[src/rtl/qmv_pkg.sv]
package qmv_pkg;
    localparam int IW = 4;

    typedef enum logic [1:0] {
        PFX_NONE = 2'd0,
        PFX_66   = 2'd1,
        PFX_F3   = 2'd2,
        PFX_F2   = 2'd3
    } mpfx_e;

    typedef enum logic {
        CLS_Q = 1'b0,
        CLS_X = 1'b1
    } rcls_e;

    typedef struct packed {
        logic          ill;
        logic          mem_src;
        logic          mem_dst;
        rcls_e         dst_cls;
        logic [IW-1:0] dst_idx;
        rcls_e         src_cls;
        logic [IW-1:0] src_idx;
    } dec_t;
endpackage

[src/rtl/qmv_decode.sv]
module qmv_decode
    import qmv_pkg::*;
(
    input  logic       long_mode,
    input  logic       rex_r,
    input  logic       vec_pfx,
    input  logic [3:0] vec_vvvv,
    input  logic       vec_len,
    input  logic [1:0] mand_pfx,
    input  logic [7:0] opcode,
    input  logic [7:0] modrm,
    output dec_t       dec
);
    localparam int FW = 3;

    logic          reg_form;
    logic          ext_r;
    logic [IW-1:0] reg_q, reg_x, rm_i;
    logic          ok;

    always_comb begin
        reg_form = (modrm[7:6] == 2'b11);
        ext_r    = long_mode && rex_r && !vec_pfx;
        reg_q    = {{(IW-FW){1'b0}}, modrm[5:3]};
        reg_x    = {{(IW-FW-1){1'b0}}, ext_r, modrm[5:3]};
        rm_i     = {{(IW-FW){1'b0}}, modrm[2:0]};
        ok       = 1'b0;
        dec      = '0;
        unique case (opcode)
            8'h6F: begin
                ok          = (mand_pfx == PFX_NONE) && !vec_pfx;
                dec.dst_cls = CLS_Q;
                dec.dst_idx = reg_q;
                dec.src_cls = CLS_Q;
                dec.src_idx = rm_i;
                dec.mem_src = !reg_form;
            end
            8'h7F: begin
                ok          = (mand_pfx == PFX_NONE) && !vec_pfx;
                dec.src_cls = CLS_Q;
                dec.src_idx = reg_q;
                dec.dst_cls = CLS_Q;
                dec.dst_idx = rm_i;
                dec.mem_dst = !reg_form;
            end
            8'h7E: begin
                ok          = (mand_pfx == PFX_F3);
                dec.dst_cls = CLS_X;
                dec.dst_idx = reg_x;
                dec.src_cls = CLS_X;
                dec.src_idx = rm_i;
                dec.mem_src = !reg_form;
            end
            8'hD6: begin
                ok          = (mand_pfx == PFX_66);
                dec.src_cls = CLS_X;
                dec.src_idx = reg_x;
                dec.dst_cls = CLS_X;
                dec.dst_idx = rm_i;
                dec.mem_dst = !reg_form;
            end
            default: ok = 1'b0;
        endcase
        if (vec_pfx && ((vec_vvvv != 4'hF) || vec_len))
            ok = 1'b0;
        dec.ill = !ok;
    end
endmodule

[src/rtl/qmv_ctrl.sv]
module qmv_ctrl
    import qmv_pkg::*;
#(
    parameter int QW = 64
) (
    input  logic            clk,
    input  logic            rst_n,
    input  logic            ins_valid,
    input  dec_t            dec,
    input  logic [2*QW-1:0] rd_data,
    input  logic [QW-1:0]   ld_data,
    output logic            wb_en,
    output rcls_e           wb_cls,
    output logic [IW-1:0]   wb_idx,
    output logic [2*QW-1:0] wb_data,
    output logic            st_valid,
    output logic [QW-1:0]   st_data,
    output logic            ld_req,
    output logic            ill
);
    localparam int VW = 2 * QW;

    typedef enum logic {ST_IDLE, ST_LOAD} st_e;
    st_e           state, state_nx;
    rcls_e         pend_cls;
    logic [IW-1:0] pend_idx;

    function automatic logic [VW-1:0] zext(input logic [QW-1:0] q);
        return {{QW{1'b0}}, q};
    endfunction

    always_comb begin
        state_nx = state;
        unique case (state)
            ST_IDLE: if (ins_valid && !dec.ill && dec.mem_src) state_nx = ST_LOAD;
            ST_LOAD: state_nx = ST_IDLE;
        endcase
    end

    always_ff @(posedge clk) begin
        if (!rst_n) state <= ST_IDLE;
        else        state <= state_nx;
    end

    always_ff @(posedge clk) begin
        if (!rst_n) begin
            wb_en    <= 1'b0;
            wb_cls   <= CLS_Q;
            wb_idx   <= '0;
            wb_data  <= '0;
            st_valid <= 1'b0;
            st_data  <= '0;
            ld_req   <= 1'b0;
            ill      <= 1'b0;
            pend_cls <= CLS_Q;
            pend_idx <= '0;
        end else begin
            wb_en    <= 1'b0;
            st_valid <= 1'b0;
            ld_req   <= 1'b0;
            ill      <= 1'b0;
            unique case (state)
                ST_IDLE: if (ins_valid) begin
                    if (dec.ill) begin
                        ill <= 1'b1;
                    end else if (dec.mem_src) begin
                        ld_req   <= 1'b1;
                        pend_cls <= dec.dst_cls;
                        pend_idx <= dec.dst_idx;
                    end else if (dec.mem_dst) begin
                        st_valid <= 1'b1;
                        st_data  <= rd_data[QW-1:0];
                    end else begin
                        wb_en   <= 1'b1;
                        wb_cls  <= dec.dst_cls;
                        wb_idx  <= dec.dst_idx;
                        wb_data <= zext(rd_data[QW-1:0]);
                    end
                end
                ST_LOAD: begin
                    wb_en   <= 1'b1;
                    wb_cls  <= pend_cls;
                    wb_idx  <= pend_idx;
                    wb_data <= zext(ld_data);
                end
            endcase
        end
    end

    AST_ONE_RESULT: assert property (@(posedge clk) disable iff (!rst_n)
        $onehot0({wb_en, st_valid, ld_req, ill}));
    AST_XMM_UPPER_ZERO: assert property (@(posedge clk) disable iff (!rst_n)
        (wb_en && wb_cls == CLS_X) |-> (wb_data[VW-1:QW] == '0));
    AST_LOAD_THEN_WB: assert property (@(posedge clk) disable iff (!rst_n)
        ld_req |=> (wb_en && !ld_req && !ill && !st_valid));
    AST_RESULT_HAS_CAUSE: assert property (@(posedge clk) disable iff (!rst_n)
        (wb_en || st_valid || ld_req || ill) |-> ($past(ins_valid) || $past(ld_req)));
    AST_ILL_SILENT: assert property (@(posedge clk) disable iff (!rst_n)
        ill |-> (!wb_en && !st_valid && !ld_req));
endmodule

[src/rtl/qmv_exec.sv]
module qmv_exec
    import qmv_pkg::*;
#(
    parameter int QW = 64
) (
    input  logic            clk,
    input  logic            rst_n,
    input  logic            ins_valid,
    input  logic            long_mode,
    input  logic            rex_r,
    input  logic            vec_pfx,
    input  logic [3:0]      vec_vvvv,
    input  logic            vec_len,
    input  logic [1:0]      mand_pfx,
    input  logic [7:0]      opcode,
    input  logic [7:0]      modrm,
    output logic [IW-1:0]   rd_idx,
    output logic            rd_cls,
    input  logic [2*QW-1:0] rd_data,
    input  logic [QW-1:0]   ld_data,
    output logic            wb_en,
    output logic            wb_cls,
    output logic [IW-1:0]   wb_idx,
    output logic [2*QW-1:0] wb_data,
    output logic            st_valid,
    output logic [QW-1:0]   st_data,
    output logic            ld_req,
    output logic            ill
);
    dec_t  dec;
    rcls_e wb_cls_e;

    qmv_decode u_dec (
        .long_mode (long_mode),
        .rex_r     (rex_r),
        .vec_pfx   (vec_pfx),
        .vec_vvvv  (vec_vvvv),
        .vec_len   (vec_len),
        .mand_pfx  (mand_pfx),
        .opcode    (opcode),
        .modrm     (modrm),
        .dec       (dec)
    );

    qmv_ctrl #(.QW(QW)) u_ctl (
        .clk       (clk),
        .rst_n     (rst_n),
        .ins_valid (ins_valid),
        .dec       (dec),
        .rd_data   (rd_data),
        .ld_data   (ld_data),
        .wb_en     (wb_en),
        .wb_cls    (wb_cls_e),
        .wb_idx    (wb_idx),
        .wb_data   (wb_data),
        .st_valid  (st_valid),
        .st_data   (st_data),
        .ld_req    (ld_req),
        .ill       (ill)
    );

    assign wb_cls = wb_cls_e;
    assign rd_idx = dec.src_idx;
    assign rd_cls = dec.src_cls;
endmodule

[config.mk]
export PLATFORM = sky130hd
export DESIGN_NAME = qmv_exec
export DESIGN_NICKNAME = d
export VERILOG_FILES = /design/src/rtl/qmv_pkg.sv /design/src/rtl/qmv_decode.sv /design/src/rtl/qmv_ctrl.sv /design/src/rtl/qmv_exec.sv
export SDC_FILE = /design/constraint.sdc
export NUM_CORES = 1
export LEC_CHECK = 0
export ABC_AREA = 1
export BUFFER_PORTS_ARGS = -buffer_cell sky130_fd_sc_hd__buf_2
export CAP_MARGIN = 20
export CORE_AREA = 2 2 166 168
export CTS_BUF_LIST = sky130_fd_sc_hd__clkbuf_4
export DETAILED_ROUTE_END_ITERATION = 16
export DIE_AREA = 0 0 168 170
export GPL_TIMING_DRIVEN = 0
export PLACE_DENSITY = 0.61
export SETUP_SLACK_MARGIN = 0.4
export SLEW_MARGIN = 20
export SYNTH_ARGS = -nofsm -noshare
export SYNTH_HDL_FRONTEND = slang
export SYNTH_SLANG_ARGS = --single-unit
[constraint.sdc]
create_clock -name clk -period 1.7 [get_ports clk]
set_input_delay 0.255 -clock clk [delete_from_list [all_inputs] [get_ports clk]]
set_output_delay 0.255 -clock clk [all_outputs]
set_load 0.02 [all_outputs]
==> impl_metrics.toml <==
[routing]
vias = 8698
wl_mm = 30.4
drtAntennaViolNets = 0
drt_drc_violations_left = 0
dr.pass1.iters = 5
via_per_inst = 4.33
drtIter0Drc = 500
wl_per_cell_um = 15.1

[setup_path]
crit_buf_inv = 3
r2r_slack_ns = 0.26
critPathArrivalTime_ns = 1.92
cp_cell_sequence = "nor2_4, nand4_1, buf_6, clkbuf_16, clkbuf_16, nand2_1, nand2_1, nor2_1"
critPathLaunchType = "register"
crit_path_top_delay_cell = "dfxtp_4"
criticalPathCategory = "reg2reg"
crit_fanout = 5
crit_family = "buffers and inverters"
required_ns = 2.18
crit_path_max_incr_delay_ns = 0.41
worstSetupEndpointType = "register"

[sta]
fin_crit_ns = 1.44
rsz0062_at_grt = "true"
tns_ns = 0
finalHoldViolations = 0
setup_viol = 0
fin_skew_ns = 0.0197
finalCritPeriodShare = 0.846
slew_viol_final = 0
maxSlewHeadroom = 0.466
tightest_slew_ns = 0.801
fmax_mhz = 695

[global_routing]
grt_pass1_wl_mm = 43.4
overflow = 0
grt_max_degree = 17
grt_pass1_vias = 8210
antenna_found_initial = 2
grt_usage = 0.195

[clock_network]
cts_made_buffers = 17
h-tree-depth = 4
cts_num_sinks = 143
worstSkewPairLatency_ns = 0.55
cts_tree = "built"
cts-root-buf = "clkbuf_4"
clkSlewWorstSetupHoldPaths_ns = 0.13
cts_buffer_depth = 2

[floorplan]
die_x_um = 168
die_area_um2 = 28600
fp.dieH_um = 170
boundaryPins = 427
core_um2 = 26700
initial_core_util = 0.268
row_count = 60

[synthesis]
synth_cell_types = 25
synth_enable_flop_cells = 0
ys_top_cells_by_area = "dfxtp_1, nand2_1, nor2_1"
synth-seq-area-share = 0.401
synth_top_flop_cell = "dfxtp_1"
syn_inst = 1117
synth_area_leader_cell = "dfxtp_1"
async_flop_share = 0
yosysWarnings = 0
synth.most_common_cell = "nand2_1"
synth_area_um2 = 7140
synth_seq_cells = 143
yosysTopAreaCellShare = 0.401
synthTopCellsByCount = "nand2_1, nor2_1, dfxtp_1"
syn_area_per_cell_um2 = 6.40

[power]
power_density_nw_per_um2 = 510
peakVddDrop_v = 0.000423
leakage_nw = 6.75

[hold_path]
hp-class = "in2reg"

[place]
dp_cells = 1819
place_area_um2 = 9400
port_buffers = 298
place_congestion = 0.831
dp_hpwl_mm = 19.7

[layout]
fin_nets = 1873
layout.cells.non_filler = 2007
fin_util = 0.502
drive_above_1_share = 0.469
area_delta_synth_final_pct = 87.3
design_area_um2 = 13400

[status]
status = "finished clean"

[job]
cap_violations = 0
state kept, by name (all words and copies together), names as in the netlist:
register and cells:
u_ctl.wb_en 1, u_ctl.pend_cls 1, u_ctl.wb_data 64, u_ctl.st_valid 1, u_ctl.ld_req 1, u_ctl.state 1
u_ctl.wb_idx 4, u_ctl.ill 1, u_ctl.pend_idx 4, u_ctl.st_data 64, u_ctl.wb_cls 1
where the power goes:
part	switching [W]	leakage (nW)	internal, W
logic	0.000467	5.35	0.000451
registers	0.00000155	1.22	0.00335
clock network	0.00138	0.172	0.00119
total	0.00184	6.75	0.00498
metrics by stage:
step | setup slack [ns] | hold WS, ns | total power (W)
6_report | 0.262 | 0.0460 | 0.00683
5_1_grt | 0.212 | 0.00608 | 0.00713
4_1_cts | 0.296 | 0.000436 | 0.00687
3_5_place_dp | -0.588 | 0.471 | 0.00408
3_3_place_gp | -0.565 | 0.467 | 0.00409
2_1_floorplan | 0.117 | 0.371 | 0.00381
logic make-up after synthesis:
family,synth area share
AOI/OAI and AO/OA,0.0578
buffers and inverters,0.165
DFF,0.401
and+or+nand+nor,0.376
other,0.000525
metal layers:
layer	track usage	vias up	routed length, um
li1	-	4351	-
met1	0.231	4017	12600
met2	0.353	291	15400
met3	0.0484	37	1850
met4	0.0488	2	476
met5	0	-	11
worst paths after layout:
kind,startpoint,to,depth (start not counted)
max,u_ctl.state,u_ctl.st_data[24],8
min reg2reg,u_ctl.wb_data[62],u_ctl.wb_data[62],2
max reg2reg,u_ctl.state,u_ctl.st_data[24],8
min,ld_data[41],u_ctl.wb_data[41],5
layout make-up:
type	count	area (um^2)
Timing Repair Buffer	452	4130
Timing Repair inverter	1	7.51
Fill cell	2491	13300
Clock inverter	14	189
Clock buffer	18	135
Buffer	133	1170
Inverter	89	362
Multi-Input combinational cell	815	3920
Sequential cell	143	3030
Antenna cell	1	2.50
Tap cell	341	427
cells in the final DEF (no fill, tap or decap), drive strengths merged, types with 6 or more instances in the layout:
| cell type | n |
|---|---|
| a21oi | 66 |
| buf | 454 |
| clkbuf | 58 |
| clkinv | 8 |
| conb | 64 |
| dfxtp | 143 |
| dlygate4sd3 | 91 |
| inv | 90 |
| nand2 | 430 |
| nand3 | 70 |
| nand4 | 7 |
| nor2 | 160 |
| o21ai | 6 |
worst reg2reg max path: cells and delay by family (launching register included):
| kind | cells | cell delay (ns) |
|---|---|---|
| buffers and inverters | 3 | 0.52 |
| flip-flops | 1 | 0.41 |
| AND/OR/NAND/NOR | 5 | 0.44 |
what timing repair did:
item | 4_1_cts | 5_1_grt
hold buffers | 91 | 0
pin swaps | 30 | 51
resized for setup | 404 | 303
cloned | 9 | 6
setup buffers | 20 | 29
endpoints found under the setup margin | 282 | 279
endpoints found under the hold margin | 91 | 0
Power figures use the tool's default switching activity.
